==> config.mk <==
export PLATFORM = sky130hd
export DESIGN_NAME = nr_recursive_filter
export DESIGN_NICKNAME = d
export VERILOG_FILES = /design/src/rtl/nr_pkg.sv /design/src/rtl/nr_class_latch.sv /design/src/rtl/nr_coef_sel.sv /design/src/rtl/nr_blend.sv /design/src/rtl/nr_line_pos.sv /design/src/rtl/nr_recursive_filter.sv
export SDC_FILE = /design/constraint.sdc
export NUM_CORES = 1
export LEC_CHECK = 0
export BUFFER_PORTS_ARGS = -buffer_cell sky130_fd_sc_hd__buf_2
export CORE_MARGIN = 1.5
export CORE_UTILIZATION = 24
export CTS_CLUSTER_DIAMETER = 30
export DETAILED_ROUTE_END_ITERATION = 12
export RECOVER_POWER = 50
export SKIP_CTS_REPAIR_TIMING = 1
export SYNTH_ARGS = -nofsm -noshare
export SYNTH_HDL_FRONTEND = slang
export SYNTH_SLANG_ARGS = --single-unit
==> constraint.sdc <==
create_clock -name clk -period 13.28 [get_ports clk]
set_input_delay 1.328 -clock clk [delete_from_list [all_inputs] [get_ports clk]]
set_output_delay 1.328 -clock clk [all_outputs]
set_load 0.005 [all_outputs]
==> src/rtl/nr_pkg.sv <==
package nr_pkg;

    localparam int PIX_W   = 8;
    localparam int K_W     = 5;
    localparam int K_UNITY = 16;
    localparam int NF_W    = 5;

    typedef enum logic [1:0] {
        CLS_LOW  = 2'd0,
        CLS_MID  = 2'd1,
        CLS_HIGH = 2'd2
    } nr_class_e;

    typedef struct packed {
        logic [PIX_W-1:0] t_lo;
        logic [PIX_W-1:0] t_hi;
        logic [K_W-1:0]   k_strong;
        logic [K_W-1:0]   k_med;
    } nr_cls_par_t;

    typedef struct packed {
        logic [PIX_W-1:0] y;
        logic [PIX_W-1:0] c;
    } nr_pix_t;

    function automatic nr_cls_par_t class_params(nr_class_e cls);
        nr_cls_par_t p;
        case (cls)
            CLS_LOW:  p = '{t_lo: 8'd4,  t_hi: 8'd8,  k_strong: 5'd10, k_med: 5'd13};
            CLS_MID:  p = '{t_lo: 8'd8,  t_hi: 8'd16, k_strong: 5'd7,  k_med: 5'd11};
            default:  p = '{t_lo: 8'd12, t_hi: 8'd24, k_strong: 5'd4,  k_med: 5'd9};
        endcase
        return p;
    endfunction

    function automatic logic [K_W-1:0] forced_k(logic [3:0] code);
        logic [K_W-1:0] k;
        case (code)
            4'd0:  k = 5'd16;
            4'd1:  k = 5'd12;
            4'd2:  k = 5'd10;
            4'd3:  k = 5'd9;
            4'd4:  k = 5'd12;
            4'd5:  k = 5'd8;
            4'd6:  k = 5'd6;
            4'd7:  k = 5'd5;
            4'd8:  k = 5'd10;
            4'd9:  k = 5'd6;
            4'd10: k = 5'd4;
            4'd11: k = 5'd3;
            4'd12: k = 5'd9;
            4'd13: k = 5'd5;
            4'd14: k = 5'd3;
            default: k = 5'd2;
        endcase
        return k;
    endfunction

endpackage

==> src/rtl/nr_class_latch.sv <==
module nr_class_latch
    import nr_pkg::*;
(
    input  logic            clk,
    input  logic            rst,
    input  logic            field_start,
    input  logic            vcr_mode,
    input  logic [NF_W-1:0] noise_fig,
    input  logic [NF_W-1:0] thr_lo,
    input  logic [NF_W-1:0] thr_hi,
    input  logic            cls_force_en,
    input  logic [1:0]      cls_force_code,
    output nr_class_e       cls_q
);

    nr_class_e cls_next;

    always_comb begin
        if (cls_force_en) begin
            case (cls_force_code)
                2'd0:    cls_next = CLS_LOW;
                2'd1:    cls_next = CLS_MID;
                default: cls_next = CLS_HIGH;
            endcase
        end else if (vcr_mode) begin
            cls_next = CLS_MID;
        end else if (noise_fig < thr_lo) begin
            cls_next = CLS_LOW;
        end else if (noise_fig >= thr_hi) begin
            cls_next = CLS_HIGH;
        end else begin
            cls_next = CLS_MID;
        end
    end

    always_ff @(posedge clk) begin
        if (rst) begin
            cls_q <= CLS_MID;
        end else if (field_start) begin
            cls_q <= cls_next;
        end
    end

    AST_CLASS_HOLD: assert property (@(posedge clk) disable iff (rst)
        !field_start |=> $stable(cls_q));

    AST_CLASS_FORCE_LOW: assert property (@(posedge clk) disable iff (rst)
        (field_start && cls_force_en && cls_force_code == 2'd0) |=> (cls_q == CLS_LOW));

    AST_VCR_MID: assert property (@(posedge clk) disable iff (rst)
        (field_start && !cls_force_en && vcr_mode) |=> (cls_q == CLS_MID));

endmodule

==> src/rtl/nr_coef_sel.sv <==
module nr_coef_sel
    import nr_pkg::*;
(
    input  nr_class_e        cls,
    input  logic [PIX_W-1:0] live_y,
    input  logic [PIX_W-1:0] prev_y,
    input  logic             k_force_en,
    input  logic [3:0]       k_force_code,
    output logic [K_W-1:0]   k
);

    nr_cls_par_t      par;
    logic [PIX_W-1:0] absdiff;

    always_comb begin
        par     = class_params(cls);
        absdiff = (live_y >= prev_y) ? (live_y - prev_y) : (prev_y - live_y);
        if (k_force_en) begin
            k = forced_k(k_force_code);
        end else if (absdiff <= par.t_lo) begin
            k = par.k_strong;
        end else if (absdiff <= par.t_hi) begin
            k = par.k_med;
        end else begin
            k = K_W'(K_UNITY);
        end
    end

endmodule

==> src/rtl/nr_blend.sv <==
module nr_blend
    import nr_pkg::*;
#(
    parameter int W  = PIX_W,
    parameter int KW = K_W
)(
    input  logic          clk,
    input  logic          rst,
    input  logic          en,
    input  logic          bypass,
    input  logic [W-1:0]  live,
    input  logic [W-1:0]  prev,
    input  logic [KW-1:0] k,
    output logic [W-1:0]  out
);

    localparam int PW   = W + KW + 2;
    localparam int FRAC = $clog2(K_UNITY);
    localparam logic signed [PW-1:0] HALF = PW'(1 << (FRAC - 1));
    localparam logic signed [PW-1:0] MAXV = PW'((1 << W) - 1);

    logic signed [W:0]    diff;
    logic signed [PW-1:0] prod;
    logic signed [PW-1:0] step;
    logic signed [PW-1:0] sum;
    logic [W-1:0]         result;

    always_comb begin
        diff = $signed({1'b0, live}) - $signed({1'b0, prev});
        prod = $signed({1'b0, k}) * diff;
        step = (prod + HALF) >>> FRAC;
        sum  = $signed({{(PW-W){1'b0}}, prev}) + step;
        if (sum < 0) begin
            result = '0;
        end else if (sum > MAXV) begin
            result = '1;
        end else begin
            result = sum[W-1:0];
        end
    end

    always_ff @(posedge clk) begin
        if (rst) begin
            out <= '0;
        end else if (en) begin
            out <= bypass ? live : result;
        end
    end

    AST_CONVEX_RESULT: assert property (@(posedge clk) disable iff (rst)
        en |=> ((out >= $past(live) && out <= $past(prev)) ||
                (out >= $past(prev) && out <= $past(live))));

endmodule

==> src/rtl/nr_line_pos.sv <==
module nr_line_pos #(
    parameter int ACTIVE_PIX = 720
)(
    input  logic clk,
    input  logic rst,
    input  logic pix_en,
    input  logic hblank,
    output logic right_half
);

    localparam int CW       = $clog2(ACTIVE_PIX) + 1;
    localparam int SPLIT_AT = ACTIVE_PIX / 2;

    logic [CW-1:0] cnt;

    always_ff @(posedge clk) begin
        if (rst || hblank) begin
            cnt <= '0;
        end else if (pix_en && cnt != {CW{1'b1}}) begin
            cnt <= cnt + 1'b1;
        end
    end

    assign right_half = !hblank && (cnt >= CW'(SPLIT_AT));

    AST_CNT_CLEAR: assert property (@(posedge clk) disable iff (rst)
        hblank |=> (cnt == '0));

endmodule

==> src/rtl/nr_recursive_filter.sv <==
module nr_recursive_filter
    import nr_pkg::*;
#(
    parameter int ACTIVE_PIX = 720
)(
    input  logic            clk,
    input  logic            rst,
    input  logic            pix_en,
    input  logic            hblank,
    input  logic            field_start,
    input  logic [7:0]      live_y,
    input  logic [7:0]      live_c,
    input  logic [7:0]      prev_y,
    input  logic [7:0]      prev_c,
    input  logic            nr_on,
    input  logic            split_on,
    input  logic            vcr_mode,
    input  logic [4:0]      noise_fig,
    input  logic [4:0]      thr_lo,
    input  logic [4:0]      thr_hi,
    input  logic            cls_force_en,
    input  logic [1:0]      cls_force_code,
    input  logic            k_force_en,
    input  logic [3:0]      k_force_code,
    output logic [7:0]      out_y,
    output logic [7:0]      out_c,
    output logic            out_valid
);

    nr_class_e        cls;
    logic [K_W-1:0]   k;
    logic             right_half;
    logic             bypass;
    nr_pix_t          live_px;
    nr_pix_t          prev_px;
    nr_pix_t          out_px;

    assign live_px = '{y: live_y, c: live_c};
    assign prev_px = '{y: prev_y, c: prev_c};

    nr_class_latch u_class (
        .clk            (clk),
        .rst            (rst),
        .field_start    (field_start),
        .vcr_mode       (vcr_mode),
        .noise_fig      (noise_fig),
        .thr_lo         (thr_lo),
        .thr_hi         (thr_hi),
        .cls_force_en   (cls_force_en),
        .cls_force_code (cls_force_code),
        .cls_q          (cls)
    );

    nr_coef_sel u_coef (
        .cls          (cls),
        .live_y       (live_px.y),
        .prev_y       (prev_px.y),
        .k_force_en   (k_force_en),
        .k_force_code (k_force_code),
        .k            (k)
    );

    nr_line_pos #(.ACTIVE_PIX(ACTIVE_PIX)) u_pos (
        .clk        (clk),
        .rst        (rst),
        .pix_en     (pix_en),
        .hblank     (hblank),
        .right_half (right_half)
    );

    assign bypass = !nr_on || (split_on && right_half);

    for (genvar g = 0; g < 2; g++) begin : g_comp
        logic [PIX_W-1:0] lv;
        logic [PIX_W-1:0] pv;
        logic [PIX_W-1:0] ov;
        assign lv = (g == 0) ? live_px.y : live_px.c;
        assign pv = (g == 0) ? prev_px.y : prev_px.c;
        nr_blend u_blend (
            .clk    (clk),
            .rst    (rst),
            .en     (pix_en),
            .bypass (bypass),
            .live   (lv),
            .prev   (pv),
            .k      (k),
            .out    (ov)
        );
    end

    assign out_px.y = g_comp[0].ov;
    assign out_px.c = g_comp[1].ov;
    assign out_y    = out_px.y;
    assign out_c    = out_px.c;

    always_ff @(posedge clk) begin
        if (rst) begin
            out_valid <= 1'b0;
        end else begin
            out_valid <= pix_en;
        end
    end

    AST_VALID_FOLLOWS: assert property (@(posedge clk) disable iff (rst)
        pix_en |=> out_valid);

    AST_HOLD_IDLE: assert property (@(posedge clk) disable iff (rst)
        !pix_en |=> ($stable(out_y) && $stable(out_c)));

    AST_BYPASS_OFF: assert property (@(posedge clk) disable iff (rst)
        (pix_en && !nr_on) |=> (out_y == $past(live_y) && out_c == $past(live_c)));

    AST_SPLIT_PASS: assert property (@(posedge clk) disable iff (rst)
        (pix_en && split_on && right_half) |=> (out_y == $past(live_y) && out_c == $past(live_c)));

    AST_MOTION_PASS: assert property (@(posedge clk) disable iff (rst)
        (pix_en && !k_force_en &&
         ((live_y > prev_y) ? (live_y - prev_y) : (prev_y - live_y)) > 8'd24)
        |=> (out_y == $past(live_y) && out_c == $past(live_c)));

endmodule

**Yosys cells after proc, flatten, opt, wreduce, memory -nomap -nowiden**

Memory sizes are Yosys's and may differ from the RTL's.
Cells that the tools add are included.

- Flip-flop bits (word level): 30
- ROM bits: 80
- Input bits: 63
- Word-level logic and storage cells: 55
- Memories: 1

Memories:

| name | depth | bits a word | rd ports | clocked after memory_dff | wr ports | RTL line | source |
|---|---|---|---|---|---|---|---|
| (no name shown) | 16 | 5 | 1 | 0 | 0 | nr_pkg.sv:38 | `case (code)` |

- Add/sub/neg operators: 9
- Multipliers: 2
- $lt $le $gt $ge: 10
- Equality and inequality tests: 3
- Mux-type cells: 16
- Reductions and logical operators: 9

Operator list:

| operator | number |
|---|---|
| $mux 8 | 7 |
| $pmux 22 s2 | 1 |
| $add 15x5->15 const B | 2 |
| $mul 6x9->15 | 2 |
| $add 9x11->12 | 2 |
| $gt 12x9->1 const B | 2 |
| $lt 12x1->1 const B | 2 |
| $sub 8x8->9 | 2 |
| $sub 8x8->8 | 2 |
| $mux 5 | 3 |
| $add 11x1->11 const B | 1 |
| $ge 11x9->1 const B | 1 |
| $ne 11x11->1 const B | 1 |
| $ge 8x8->1 | 1 |
| $le 8x4->1 | 1 |
| $le 8x8->1 | 1 |
| $mux 2 | 4 |
| $ge 5x5->1 | 1 |
| $lt 5x5->1 | 1 |
| $eq 2x1->1 const B | 2 |
| $logic_not 2->1 | 2 |
| $pmux 2 s2 | 1 |
| $logic_and 1x1->1 | 3 |
| $logic_not 1->1 | 2 |
| $logic_or 1x1->1 | 2 |

**Longest topological paths before layout**

- Word-level depth: 13
- Gate-level depth with buffers: 44
- Mapped depth without buffers: 42

**Cells and area by module**

From an unflattened synthesis, not the netlist that was laid out.

- Cell total of the unflattened synthesis: 964
- Area, all modules: 8008.9 µm²

Modules (own cells, without submodules):

| module | instances | cells each | area each (µm²) | seq. area each (µm²) |
|---|---|---|---|---|
| nr_blend (g_comp[0].u_blend) | 1 | 349 | 2971.6 | 160.2 |
| nr_blend (g_comp[1].u_blend) | 1 | 353 | 2969.1 | 160.2 |
| nr_coef_sel | 1 | 146 | 1078.5 | 0.0 |
| nr_line_pos | 1 | 68 | 614.3 | 220.2 |
| nr_class_latch | 1 | 45 | 339.1 | 40.0 |
| nr_recursive_filter | 1 | 3 | 36.3 | 20.0 |

**Worst setup path before layout**

No wires, ideal clock.

- Path kind: input to register
- From: input port live_y[0]
- To: register g_comp[0].u_blend.out[0]
- Library setup time: 141 ps
- Data arrival time: 9598 ps
- Path slack: 3541 ps
- Stages on the path: 38
- Cell sequence: inv_1 ha_1 inv_1 fa_1 a21o_2 a221oi_4 nand3_1 nand2_1 nand2_1 o21ai_0 xor2_1 ha_1 and4_1 and3_1 o21ai_0 a31oi_1 o21ai_2 a21oi_1 [... 2 more ...] fa_1 inv_1 fa_1 ha_1 fa_1 a211o_1 a21oi_1 inv_1 a21oi_1 xnor2_1 ha_1 nand3_1 o311ai_0 or3_1 a221oi_1 mux2i_1 nor2_1 a221oi_1

- Cells in the longest elaborated chain, start to end: 13

Ends and longest elaborated chain:

| item | RTL line | source |
|---|---|---|
| start: declaration | nr_recursive_filter.sv:11 | `input logic [7:0] live_y,` |
| $sub 8x8->8 or $ge 8x8->1 (tied branches) | nr_coef_sel.sv:17 | `absdiff = (live_y >= prev_y) ? (live_y - prev_y) : (prev_y - live_y);` |
| $mux 8 | nr_coef_sel.sv:17 |  |
| $le 8x8->1 | nr_coef_sel.sv:22 | `end else if (absdiff <= par.t_hi) begin` |
| $mux 5 | nr_coef_sel.sv:22 |  |
| $mux 5 | nr_coef_sel.sv:20 | `end else if (absdiff <= par.t_lo) begin` |
| $mux 5 | nr_coef_sel.sv:18 | `if (k_force_en) begin` |
| $mul 6x9->15 | nr_blend.sv:30 | `prod = $signed({1'b0, k}) * diff;` |
| $add 15x5->15 | nr_blend.sv:31 | `step = (prod + HALF) >>> FRAC;` |
| $add 9x11->12 | nr_blend.sv:32 | `sum = $signed({{(PW-W){1'b0}}, prev}) + step;` |
| $gt 12x9->1 | nr_blend.sv:35 | `end else if (sum > MAXV) begin` |
| $mux 8 | nr_blend.sv:35 |  |
| $mux 8 | nr_blend.sv:33 | `if (sum < 0) begin` |
| $mux 8 (*) | nr_blend.sv:46 | `out <= bypass ? live : result;` |
| end signal: assignment | nr_blend.sv:46 |  |
| end: declaration | nr_blend.sv:14 | `output logic [W-1:0] out` |

Mark *: on every way between the ends. The rest lies on a longest branch, timed or not.
A chain may end at the register's enable or synchronous reset.

**Worst setup path in the final report**

- From: input port live_y[0]
- To: register g_comp[1].u_blend.out[6]

- Cells in the longest elaborated chain, start to end: 13

Ends and longest elaborated chain:

| item | RTL line |
|---|---|
| $sub 8x8->8 or $ge 8x8->1 (tied branches) | nr_coef_sel.sv:17 |
| $mux 8 (*) | nr_coef_sel.sv:17 |
| $le 8x8->1 | nr_coef_sel.sv:22 |
| $mux 5 | nr_coef_sel.sv:22 |
| $mux 5 (*) | nr_coef_sel.sv:20 |
| $mux 5 (*) | nr_coef_sel.sv:18 |
| $mul 6x9->15 (*) | nr_blend.sv:30 |
| $add 15x5->15 (*) | nr_blend.sv:31 |
| $add 9x11->12 (*) | nr_blend.sv:32 |
| $gt 12x9->1 | nr_blend.sv:35 |
| $mux 8 | nr_blend.sv:35 |
| $mux 8 (*) | nr_blend.sv:33 |
| $mux 8 (*) | nr_blend.sv:46 |
| end signal: assignment | nr_blend.sv:46 |
| end: declaration | nr_blend.sv:14 |

Marks and branches as above.

==> impl_metrics.env <==
export IMPL_cts_tree="yes"
export IMPL_synth_cell_types=74
export IMPL_cp_common_cell="ha_1"
export IMPL_p_clk_share_pct=9.3
export IMPL_cpPeakStageDelay_ps=910
export IMPL_synth_edf_count=0
export IMPL_vdd_drop_max_v=0.0001268
export IMPL_power_leakage_nw=4.187
export IMPL_crit_family="compound AO/OA/AOI/OAI gates"
export IMPL_synth_most_common_cell="ha_1"
export IMPL_worstSetupStartpointType="input port"
export IMPL_worst_ep_arrival_time_ps=11290
export IMPL_drt_iter0_markers=487
export IMPL_finalWirelength_mm=20.35
export IMPL_use_met3_pct=1.745
export IMPL_max_freq_ghz=0.09050
export IMPL_ys_ff_latch=30
export IMPL_worst_pin_slew_ps=1324
export IMPL_synth_nets=1192
export IMPL_clkSinkCount=30
export IMPL_synth_top_area_share_pct=21.58
export IMPL_end_kind="register"
export IMPL_via_per_inst=4.932
export IMPL_seq_area_frac_synth_pct=7.848
export IMPL_hp_class="register to register"
export IMPL_switchingPower_w=0.0007902
export IMPL_drive_gt1_share_pct=10.68
export IMPL_worst_path_buf_inv=5
export IMPL_clk_latency_ps=300
export IMPL_synth_ff_type="dfxtp_1"
export IMPL_synth_area_um2=7652
export IMPL_ctsHtreeMaxLevel=2
export IMPL_p_sw_share_pct=51.53
export IMPL_gp_congestion=0.8458
export IMPL_cellPowerDensity_nw_per_um2=179.2
export IMPL_cts_buffers=5
export IMPL_gr_usage_met2_pct=19.25
export IMPL_root_buffer="clkbuf_16"
export IMPL_die_h_um=181.6
export IMPL_critPathRequiredTime_ps=13520
export IMPL_final_hold_viol_count=0
export IMPL_top_usage_layer="met2"
export IMPL_antenna_found_initial=0
export IMPL_fillers=3389
export IMPL_core_um2=31470
export IMPL_synthTopCellsByArea="ha_1 (22%), fa_1 (16%), dfxtp_1 (7.8%)"
export IMPL_grt_pass1_vias=6571
export IMPL_slew_headroom_pct=11.73
export IMPL_cp_slowest_cell="o21ai_0"
export IMPL_area_delta_synth_final_pct=11.84
export IMPL_synth_commonest_cells="ha_1 (132), inv_1 (117), a21oi_1 (71), nor2_1 (66), fa_1 (60)"
export IMPL_die_x_um=181.6
export IMPL_place_inst=1397
export IMPL_grt_pass1_wl_mm=33.30
export IMPL_ios=80
export IMPL_setup_viol_count_final=0
export IMPL_instances_no_fill=1405
export IMPL_rsz0062_at_grt="no"
export IMPL_tns_ps=0
export IMPL_grt_overflow_total=0
export IMPL_drt_pass1_iter_count=5
export IMPL_nNetsFinal=1257
export IMPL_place_hpwl_mm=16.92
export IMPL_drv_slew=0
export IMPL_seq_power_share_pct=7.7
export IMPL_yosysTopAreaCell="ha_1"
export IMPL_async_reset_ff_share_pct=0
export IMPL_vias=6929
export IMPL_synth_warnings=0
export IMPL_fin_worst_skew_ps=11.89
export IMPL_path_class="input port to register"
export IMPL_grtUsageTotal_pct=12.46
export IMPL_wl_per_cell_um=14.49
export IMPL_ant_nets=0
export IMPL_fin_crit_sh_pct=83.21
export IMPL_grt_start_max_net_pins=24
export IMPL_rows=65
export IMPL_cts_buffer_depth=2
export IMPL_p_comb_share_pct=83.0
export IMPL_netlist_instances=937
export IMPL_max_cap_violations=0
export IMPL_clk_pin_slew_ps=60
export IMPL_status="completed"
export IMPL_initial_core_util_pct=24.31
export IMPL_die_area_um2=32970
export IMPL_min_period_ps=11050
export IMPL_drc=0
export IMPL_power_internal_w=0.0007432
export IMPL_avgSynthCellArea_um2=8.167
export IMPL_cp_max_fo=12
export IMPL_grtUsageMet1_pct=18.24
export IMPL_portBuffers=79
[sequential cells by signal, summed over array words and instances (netlist names)]
register	cells
g_comp.u_blend.out	16
out_valid	1
u_class.cls_q	2
u_pos.cnt	11
[cells by family after synthesis]
family | Yosys count | synth area share, %
AO/OA/AOI/OAI | 267 | 23.15
AND/OR/NAND/NOR | 244 | 16.37
adder cells (fa/ha/maj) | 192 | 37.28
buffers and inverters | 142 | 8.061
XOR/XNOR | 54 | 6.180
flip-flops | 30 | 7.848
multiplexers | 8 | 1.112
[cell type report]
class                      count  area, um2  share of cell area, %
timing repair buffer          82      401.6                  4.693
clock buffer                   6      138.9                  1.623
multi-input combinational    765       6439                  75.23
sequential                    30      600.6                  7.018
inverter                     118      442.9                  5.175
antenna                        1      2.502                0.02924
clock inverter                 1      30.03                 0.3509
tap                          402      503.0                  5.877
[through the flow]
| step | total power [W] | setup WS, ps | hold WS [ps] | cell area, um2 | util [%] |
|---|---|---|---|---|---|
| 3_5_place_dp | 0.001377 | 1992 | 472.1 | 8403 | 26.70 |
| 5_1_grt | 0.001702 | 1255 | 505.2 | 8556 | 27.18 |
| 2_1_floorplan | 0.001108 | 3541 | 460.3 | 7652 | - |
| 4_1_cts | 0.001541 | 2316 | 480.3 | 8572 | 27.24 |
| 3_3_place_gp | 0.001374 | 2262 | 466.7 | 8403 | 26.70 |
| 6_report | 0.001533 | 2230 | 479.5 | 8558 | 27.19 |
[worst register-to-register path: cells and delay by family, from the launching register on]
family                     cells  cell delay (ps)
DFF                            1              340
buffers and inverters          2              180
adders and majority gates      8             2910
AOI/OAI and AO/OA             10             2990
and+or+nand+nor               10             1840
xor gates and xnor gates       1              180
[per-layer routing]
layer / part of all wire [%] / wire length (um)
met5: 0 / 0
met4: 0.94 / 191
met2: 44 / 8956
met3: 5.4 / 1092
met1: 50 / 10110
[layout by cell type (no fill, tap or decap), types with 6 or more instances in the layout]
master      n
ha_1      132
inv_1     117
a21oi_1    71
nor2_1     66
buf_2      66
fa_1       60
o21ai_0    58
nand2_1    53
xnor2_1    38
dfxtp_1    30
nor3_1     25
a21o_1     18
o21bai_1   17
a31oi_1    17
nand2b_1   16
xor2_1     16
a211oi_1   16
nand3_1    14
clkbuf_1   13
nor3b_1    10
o21a_1     10
and3_1      9
o211ai_1    8
or2_2       7
nand4_1     6
mux2i_1     6
a221oi_1    6
[final timing paths]
kind,to,slack [ps],startpoint,depth (start not counted)
worst max-delay path,g_comp[1].u_blend.out[6],2230,live_y[0],42
worst min-delay path,g_comp[0].u_blend.out[2],480,g_comp[0].u_blend.out[2],2
worst max register to register,g_comp[1].u_blend.out[6],4780,u_class.cls_q[1],31
worst min register to register,g_comp[0].u_blend.out[2],480,g_comp[0].u_blend.out[2],2
[power by group through the flow]
stage | sequential [W] | combinational [W] | clock (W)
2_1_floorplan | 0.000119 | 0.000990 | 0
3_5_place_dp | 0.000119 | 0.00126 | 0
6_report | 0.000118 | 0.00127 | 0.000142
5_1_grt | 0.000120 | 0.00143 | 0.000150
4_1_cts | 0.000118 | 0.00128 | 0.000147
3_3_place_gp | 0.000120 | 0.00125 | 0
Power figures use the tool's default switching activity.
